File: src/rtl/tally_pkg.sv
package tally_pkg;

  localparam int unsigned VEC_W   = 7;
  localparam int unsigned CNT_W   = $clog2(VEC_W + 1);
  localparam int unsigned GROUP_W = 3;
  localparam int unsigned N_GROUP = 2;

  typedef struct packed {
    logic carry;
    logic sum;
  } fa_out_t;

  // One full adder: weight-one sum and weight-two carry.
  function automatic fa_out_t fa_eval(input logic a, input logic b, input logic c);
    fa_out_t r;
    r.sum   = a ^ b ^ c;
    r.carry = (a & b) | (a & c) | (b & c);
    return r;
  endfunction

  // Plain ones count, used by the checker as an independent model.
  function automatic logic [CNT_W-1:0] ones_of(input logic [VEC_W-1:0] v);
    logic [CNT_W-1:0] n;
    n = '0;
    for (int i = 0; i < VEC_W; i++) n = n + CNT_W'(v[i]);
    return n;
  endfunction

endpackage

File: src/rtl/tally_fa_cell.sv
module tally_fa_cell
  import tally_pkg::*;
(
  input  logic a,
  input  logic b,
  input  logic cin,
  output logic sum,
  output logic carry
);

  fa_out_t r;

  always_comb r = fa_eval(a, b, cin);

  assign sum   = r.sum;
  assign carry = r.carry;

endmodule

File: src/rtl/sevenbit_tally.sv
module sevenbit_tally
  import tally_pkg::*;
(
  input  logic [6:0] vec_i,
  output logic [2:0] tally_o
);

  // First level: two cells, each over one three-bit group of the input.
  logic [N_GROUP-1:0] grp_sum;
  logic [N_GROUP-1:0] grp_carry;

  for (genvar g = 0; g < N_GROUP; g++) begin : g_grp
    tally_fa_cell u_cell (
      .a     (vec_i[g*GROUP_W + 0]),
      .b     (vec_i[g*GROUP_W + 1]),
      .cin   (vec_i[g*GROUP_W + 2]),
      .sum   (grp_sum[g]),
      .carry (grp_carry[g])
    );
  end

  // Weight-one merge: both group sums plus the leftover input bit.
  logic mid_sum;
  logic mid_carry;

  tally_fa_cell u_weight1 (
    .a     (grp_sum[0]),
    .b     (grp_sum[1]),
    .cin   (vec_i[VEC_W-1]),
    .sum   (mid_sum),
    .carry (mid_carry)
  );

  // Weight-two merge: the three carries.
  logic hi_sum;
  logic hi_carry;

  tally_fa_cell u_weight2 (
    .a     (grp_carry[0]),
    .b     (grp_carry[1]),
    .cin   (mid_carry),
    .sum   (hi_sum),
    .carry (hi_carry)
  );

  assign tally_o = {hi_carry, hi_sum, mid_sum};

endmodule

File: config.mk
export PLATFORM = sky130hd
export DESIGN_NAME = sevenbit_tally
export DESIGN_NICKNAME = d
export VERILOG_FILES = /design/src/rtl/tally_pkg.sv /design/src/rtl/tally_fa_cell.sv /design/src/rtl/sevenbit_tally.sv
export SDC_FILE = /design/constraint.sdc
export NUM_CORES = 1
export LEC_CHECK = 0
export BUFFER_PORTS_ARGS = -buffer_cell sky130_fd_sc_hd__buf_2
export CAP_MARGIN = 5
export CORE_AREA = 2 2 39 41
export DETAILED_ROUTE_END_ITERATION = 16
export DIE_AREA = 0 0 41 43
export PLACE_DENSITY = 0.3
export SYNTH_ARGS = -nofsm -noshare
export SYNTH_HDL_FRONTEND = slang
export SYNTH_SLANG_ARGS = --single-unit
File: constraint.sdc
create_clock -name vclk -period 2.5
set_input_delay 0.125 -clock vclk [all_inputs]
set_output_delay 0.125 -clock vclk [all_outputs]
set_load 0.03 [all_outputs]
### After elaboration in Yosys (flattened, before gate mapping)

Cells that the tools add are included.

| word-level totals | value |
|---|---|
| register bits after elaboration | 0 |
| bits of input ports | 7 |
| output and inout port bits | 3 |

| cells by class | value |
|---|---|
| bitwise logic cells | 28 |

Operator list:

| kind | count |
|---|---|
| $and A1 B1 Y1 | 12 |
| $or A1 B1 Y1 | 8 |
| $xor A1 B1 Y1 | 8 |

### Logic depth before layout (Yosys ltp)

Gate-level depths: netlist of the first run.

| logic depth | value |
|---|---|
| word-level depth | 8 |
| mapped depth | 6 |
| mapped depth without buffers | 5 |

### By module

A second synthesis of the first run with hierarchy kept.

| second synthesis, totals | value |
|---|---|
| cells, all modules | 7 |
| area, all modules | 102.6 um^2 |

By module, submodules not included:

| module | instances | cells each | area each (um^2) |
|---|---|---|---|
| tally_fa_cell | 4 | 1 | 20.0 |
| sevenbit_tally | 1 | 3 | 22.5 |

### Worst setup path before layout of the first run

Ideal clock, no wire load.

| timing path | value |
|---|---|
| path kind | in2out |
| start | in vec_i[0] |
| end | out tally_o[1] |
| arrival time | 1.670 ns |
| slack | 0.705 ns |
| cell stages on the path | 6 |
| buffers on the path | 1 |
| cell sequence | inv_1 > fa_1 > fa_1 > inv_1 > fa_1 > buf_4 |

| on the way | value |
|---|---|
| cells in the longest elaborated chain, start to end | 6 |
| elaborated cells between the ends (all ways) | 12 |
| classes of those cells | bitwise: 12 |

RTL lines:

| item | RTL line | RTL |
|---|---|---|
| start: declaration | sevenbit_tally.sv:4 | `input logic [6:0] vec_i,` |
| $xor A1 B1 Y1 (2 in a row) | tally_pkg.sv:16 | `r.sum = a ^ b ^ c;` |
| $and A1 B1 Y1 | tally_pkg.sv:17 | `r.carry = (a & b) \| (a & c) \| (b & c);` |
| $or A1 B1 Y1 (2 in a row) | tally_pkg.sv:17 |  |
| $xor A1 B1 Y1 * | tally_pkg.sv:16 |  |
| end: declaration | sevenbit_tally.sv:5 | `output logic [2:0] tally_o` |

Mark *: on every way between the ends. The rest lies on a longest branch, timed or not.

### Final worst setup path of the first run

| timing path | value |
|---|---|
| start | in vec_i[3] |
| end | out tally_o[1] |

Same word-level chain as after synthesis.

==> run metrics, run 1 <==
final instance area=180 um^2; crit start category=primary input; Seq/Total Area, Yosys=0%; pwr dens=401 mW/mm^2; vias in the first global route=110; fmax=520 MHz; synth unique cells=3; Post-Syn Nets=26; Area after DPL=180 um^2; die area=0.00176 mm^2; Starting DRT DRC Count=0; Critical Path Sink Type=output port; CP Max Fanout=1; syn avg cell area=8.84 um^2; DRT Wirelength=242 um; num sequential=0; final-layout fill cell count=158; Warnings, synthesis=0; M1 GR Usage=5.86%; hpwl dp=254 um; vias=96; Final Hold Fails=0; # diodes=0; crit path time final=1.92 ns; Pins Over Slew Limit=0; Pre-antenna DRT Iters=1; final setup fails=0; worst slew pin tran=0.167 ns; Chip Width=41 um; CP Class=primary input to output port; Synth Instances=15; Rows=14; Total GRT Usage=2.92%; met3 GRT Util=0%; max-cap check violation count=0; DR vias/cell=2.53; Die Y=43 um; pre-CTS setup slack=0.569 ns; Core Area=0.00138 mm^2; GPL Wtd Cong=0.624; register area=0 um^2; Req. time, crit path=2.38 ns; I/O Buffers=10; Hold-fix buffers, CTS=0; clock buffer count=0; Arr. time, crit path=1.80 ns; Netlist Area Pre-Place=133 um^2; Global Route met2 Usage=3.44%; unrepaired setup endpoints after global routing=no; setup TNS=0 ns; IO Count=10; drt wl/cell=6.37 um; post-cts sizing count=0; post-detailed-route count of antenna-violating nets=0; first-pass GRT wire length=386 um; share of layout cells above drive strength 1=45.5%; final net count=35; GRT busiest layer=met1; status=completed; initial antenna violation count=0; Leak Pwr=0.111 nW; total grt overflow=0; period utilization=77.0%; final core utilization=13.0%; worst vdd ir=0.000115 V; relative slew slack=88.9%; Final WS setup=0.575 ns; largest net degree at the start of global routing=2; Remaining DRCs=0; area delta synth->final=35.8%; Hold Crit Class=primary input to output port; initial core utilization=9.58%; Post-CTS Setup Bufs=0
==> kinds of logic (layout without fill, tap and decap cells) <==
logic type,count (synthesis),in the layout,share of synthesized area [%]
buffers and inverters,11,18,39.6
adders and majority gates,4,4,60.4
==> where the power goes <==
part	internal, mW	switching, mW
Sequential	0	0
Combinational	0.0228	0.0494
Clock	0	0
==> layout make-up <==
cell class	instances	area, um^2	share of cell area (%)
inverter	8	30.0	16.7
tap	16	20.0	11.1
multi-input combinational	4	80.1	44.4
timing repair buffer	10	50.0	27.8
==> per-stage QoR <==
step	hold WS, ns	cells	total power [mW]
global route	0.810	38	0.0818
detailed placement	0.782	38	0.0736
finish	0.774	38	0.0722
global placement	0.777	38	0.0731
floorplan	0.647	15	0.0700
CTS	0.783	38	0.0738
==> layer usage <==
layer / share of wire [%] / routed length [um] / vias up
li1: - / - / 48
met1: 48 / 117 / 38
met2: 36 / 86 / 10
met3: 16 / 39 / 0
met4: 0 / 0 / 0
met5: 0 / 0 / -
==> cell usage after synthesis, drive strengths merged <==
cell type / n / area [um^2]
inv: 8 / 30.0
buf: 3 / 22.5
fa: 4 / 80.1
==> placed cells by master (no fill, tap or decap) <==
cell type   n
buf_2      10
inv_1       8
fa_1        4
==> path summary, 6_finish.rpt <==
check               endpoint      from  cells past startpoint  slack, ns
hold / removal    tally_o[0]  vec_i[6]                      5       0.77
setup / recovery  tally_o[1]  vec_i[3]                      7       0.58
==> critical path, stage by stage <==
cell	delay [ns]
buf_2	0.11
fa_1	0.52
inv_1	0.05
fa_1	0.35
inv_1	0.07
fa_1	0.39
buf_2	0.19
(Power assumes the default switching activity.)
==> run 2, diff against run 1 <==
clock period = 1.8 ns   (was 2.5 ns; I/O delays follow)
==> run metrics, run 2 (synthesis results as in run 1) <==
Core Area=0.00138 mm^2 (unchanged); post-detailed-route count of antenna-violating nets=0 (unchanged); IO Count=10 (unchanged); Req. time, crit path=1.71 ns (was 2.38 ns); Leak Pwr=0.112 nW (was 0.111 nW); share of layout cells above drive strength 1=59.1% (was 45.5%); Pins Over Slew Limit=0 (unchanged); final net count=35 (unchanged); Final WS setup=-0.0134 ns (was 0.575 ns); Hold Path Cell Cnt=5 (unchanged); Die Y=43 um (unchanged); I/O Buffers=10 (unchanged); DR vias/cell=2.63 (was 2.53); Worst Hold End=tally_o[0] (unchanged); pre-CTS setup slack=-0.119 ns (was 0.569 ns); worst vdd ir=0.000144 V (was 0.000115 V); status=finished, violations left (was completed); crit start category=primary input (unchanged); commonest non-fill, non-tap cell in the layout=buf_2 (unchanged); hold path startpoint=vec_i[6] (unchanged); die area=0.00176 mm^2 (unchanged); Starting DRT DRC Count=0 (unchanged); relative slew slack=89.7% (was 88.9%); pwr dens=604 mW/mm^2 (was 401 mW/mm^2); total grt overflow=0 (unchanged); commonest cells after routing, fill and taps aside=buf_2 (8), inv_1 (6), fa_1 (3) (was buf_2 (10), inv_1 (8), fa_1 (4)); Final Hold Slack=0.738 ns (was 0.774 ns); crit path time final=1.81 ns; period utilization=101%; # diodes=0 (unchanged); Arr. time, crit path=1.72 ns (was 1.80 ns); num sequential=0 (unchanged); initial core utilization=9.58% (unchanged); CP Max Fanout=1 (unchanged); final-layout fill cell count=157 (was 158); violated checks=setup timing; Rows=14 (unchanged); vias=100 (was 96); Chip Width=41 um (unchanged); worst slew pin tran=0.156 ns (was 0.167 ns); initial antenna violation count=0 (unchanged); unrepaired setup endpoints after global routing=yes (was no); CP Class=primary input to output port (unchanged); Pre-antenna DRT Iters=1 (unchanged); clock buffer count=0 (unchanged); Total GRT Usage=3.22% (was 2.92%); Remaining DRCs=0 (unchanged); largest net degree at the start of global routing=2 (unchanged); final setup fails=1 (was 0); DRT Wirelength=213 um (was 242 um); register area=0 um^2 (unchanged); first-pass GRT wire length=427 um (was 386 um); fmax=551 MHz; Final Hold Fails=0 (unchanged); Critical Path Sink Type=output port (unchanged); GPL Wtd Cong=0.627 (was 0.624); max-cap check violation count=0 (unchanged); vias in the first global route=118 (was 110); Hold Crit Class=primary input to output port (unchanged); drt wl/cell=5.61 um (was 6.37 um); area delta synth->final=47.2% (was 35.8%)
==> run 2: worst max-delay path by stage <==
stage / start / to / slack, ns
after floorplan: vec_i[0] / tally_o[1] / 0.08
after global placement: vec_i[3] / tally_o[1] / -0.09
after detailed placement: vec_i[3] / tally_o[1] / -0.12
after CTS: vec_i[5] / tally_o[1] / -0.03
after global routing: vec_i[5] / tally_o[1] / -0.07
final: vec_i[5] / tally_o[1] / -0.01
==> run 2: layer usage <==
metal	vias up	track usage (%)	part of all wire, %
li1	48	-	-
met1	42	4.53	49
met2	10	5.63	28
met3	0	0	23
met4	0	0	0
met5	-	0	0
==> run 2: per-stage QoR <==
| step | area (um^2) | util, % | std cells | power [mW] | setup TNS, ns |
|---|---|---|---|---|---|
| floorplan | 133 | - | 15 | 0.0972 | 0 |
| global placement | 180 | 13.0 | 38 | 0.101 | -0.0857 |
| detailed placement | 180 | 13.0 | 38 | 0.104 | -0.119 |
| CTS | 195 | 14.1 | 38 | 0.121 | -0.0320 |
| global route | 195 | 14.1 | 38 | 0.132 | -0.0724 |
| finish | 195 | 14.1 | 38 | 0.118 | -0.0134 |
==> run 2: layout make-up <==
cell class         count  area [um^2]  area share [%]
well taps             16         20.0            10.3
repair buffers        10         62.6            32.1
inverters              8         30.0            15.4
multi-input cells      4         82.6            42.3
==> run 2: repair_timing <==
| item | CTS | global route |
|---|---|---|
| buffers inserted | 0 | 0 |
| gates resized for setup | 5 | 1 |
| hold buffers | 0 | 0 |
| endpoints found under the setup margin | 1 | 1 |
| hold endpoints to repair | 0 | 0 |
| pin swaps | 2 | 1 |
==> run 2: power breakdown <==
part | internal [mW] | switching [mW] | total [mW]
clock | 0 | 0 | 0
sequential | 0 | 0 | 0
combinational | 0.0463 | 0.0716 | 0.118
==> run 2: critical path, cell delays in order <==
cell,delay (ns)
buf_6,0.09
fa_1,0.53
inv_1,0.05
fa_2,0.33
inv_2,0.06
fa_1,0.41
buf_6,0.16
==> run 3, diff against run 2 <==
REMOVE_ABC_BUFFERS = 1   (was unset)
SKIP_LAST_GASP = 1   (was unset)
==> run metrics, run 3 (synthesis results as in run 1) <==
unrepaired setup endpoints after global routing=yes (unchanged); status=finished, violations left (unchanged); final net count=35 (unchanged); DR vias/cell=2.63 (unchanged); Rows=14 (unchanged); Core Area=0.00138 mm^2 (unchanged); Post-CTS Setup Bufs=0 (unchanged); Area after DPL=180 um^2 (unchanged); CP Max Fanout=1 (unchanged); vias=100 (unchanged); commonest non-fill, non-tap cell in the layout=buf_2 (unchanged); Pins Over Slew Limit=0 (unchanged); final setup fails=1 (unchanged); share of layout cells above drive strength 1=54.5% (was 59.1%); Post-Place Cells=38 (unchanged); reported net switching power=0.0717 mW (was 0.0716 mW); clock buffer count=0 (unchanged); crit start category=primary input (unchanged); Cell Int Power=0.0442 mW (was 0.0463 mW); clock power share=0% (about the same); Pre-antenna DRT Iters=1 (unchanged); Starting DRT DRC Count=0 (unchanged); area delta synth->final=42.5% (was 47.2%); Chip Width=41 um (unchanged); final-layout fill cell count=157 (unchanged); IO Count=10 (unchanged); drt wl/cell=5.24 um (was 5.61 um); Non-Filler Instances=38 (unchanged); register area=0 um^2 (unchanged); first-pass GRT wire length=331 um (was 427 um); relative slew slack=89.7% (about the same); pwr dens=614 mW/mm^2 (was 604 mW/mm^2); hold path startpoint=vec_i[6] (unchanged); Die Y=43 um (unchanged); Hold Path Cell Cnt=5 (unchanged); die area=0.00176 mm^2 (unchanged); final instance area=189 um^2 (was 195 um^2); Final WS setup=-0.0125 ns (was -0.0134 ns); Arr. time, crit path=1.72 ns (about the same); setup TNS=-0.0125 ns (was -0.0134 ns); violated checks=setup timing (unchanged); Worst Hold End=tally_o[0] (unchanged); pre-CTS setup slack=-0.0814 ns (was -0.119 ns); DRT Wirelength=199 um (was 213 um); Leak Pwr=0.111 nW (was 0.112 nW); largest net degree at the start of global routing=2 (unchanged); Tot Pwr=0.116 mW (was 0.118 mW); total grt overflow=0 (unchanged); worst vdd ir=0.000166 V (was 0.000144 V); I/O Buffers=10 (unchanged); GPL Wtd Cong=0.556 (was 0.627); switch share=61.9% (was 60.7%); num sequential=0 (unchanged); post-detailed-route count of antenna-violating nets=0 (unchanged); final core utilization=13.7% (was 14.1%); Hold Crit Class=primary input to output port (unchanged); period utilization=101% (about the same); Req. time, crit path=1.71 ns (about the same); initial antenna violation count=0 (unchanged); vias in the first global route=96 (was 118); worst slew pin tran=0.156 ns (about the same); Final Hold Slack=0.744 ns (was 0.738 ns); max-cap check violation count=0 (unchanged); commonest cells after routing, fill and taps aside=buf_2 (9), inv_1 (7), fa_1 (3) (was buf_2 (8), inv_1 (6), fa_1 (3)); Total GRT Usage=2.42% (was 3.22%); Combinational Power Share=100.0% (about the same); Final Hold Fails=0 (unchanged); Critical Path Sink Type=output port (unchanged); CP Class=primary input to output port (unchanged); Sequential Power Share=0% (about the same); initial core utilization=9.58% (unchanged); Remaining DRCs=0 (unchanged); # diodes=0 (unchanged); crit path time final=1.81 ns (about the same); fmax=552 MHz (was 551 MHz)
==> run 3: changes by cell type in the layout (fill, tap and decap cells not counted) <==
cell,change
buf_2,+1
buf_6,-1
inv_1,+1
inv_2,-1
==> run 3: layout make-up <==
type / instances / area, um^2 / share of cell area, %
Timing Repair Buffer: 10 / 56.3 / 29.8
Multi-Input combinational cell: 4 / 82.6 / 43.7
Inverter: 8 / 30.0 / 15.9
Tap cell: 16 / 20.0 / 10.6
==> run 3: critical path, cell delays in order <==
cell and delay [ns]:
buf_2 0.11, fa_1 0.53, inv_1 0.05, fa_2 0.33
inv_2 0.06, fa_1 0.40, buf_6 0.16
==> run 3: metal layers <==
metal | track usage (%) | vias up | share of wire, %
met3 | 0 | 0 | 26
met1 | 4.55 | 42 | 46
met2 | 3.13 | 10 | 27
li1 | - | 48 | -
met4 | 0 | 0 | 0
met5 | 0 | - | 0
==> run 3: worst max path at each step <==
stage | start | end | slack [ns] | depth (start not counted)
after floorplan | vec_i[0] | tally_o[1] | 0.11 | 5
after global placement | vec_i[3] | tally_o[1] | -0.08 | 7
after detailed placement | vec_i[3] | tally_o[1] | -0.08 | 7
after CTS | vec_i[3] | tally_o[1] | -0.02 | 7
after global routing | vec_i[3] | tally_o[1] | -0.06 | 7
final | vec_i[3] | tally_o[1] | -0.01 | 7
==> run 3: power by group through the flow <==
stage               Sequential [mW]  Combinational, mW  Clock, mW
CTS                               0              0.117          0
finish                            0              0.116          0
global route                      0              0.130          0
floorplan                         0             0.0773          0
detailed placement                0              0.102          0
global placement                  0              0.102          0
==> run 3: what timing repair did <==
item / in CTS / in global routing
hold buffers: 0 / 0
cloned: 0 / 0
endpoints found under the setup margin: 1 / 1
gates resized for setup: 4 / 0
pin swaps: 1 / 0
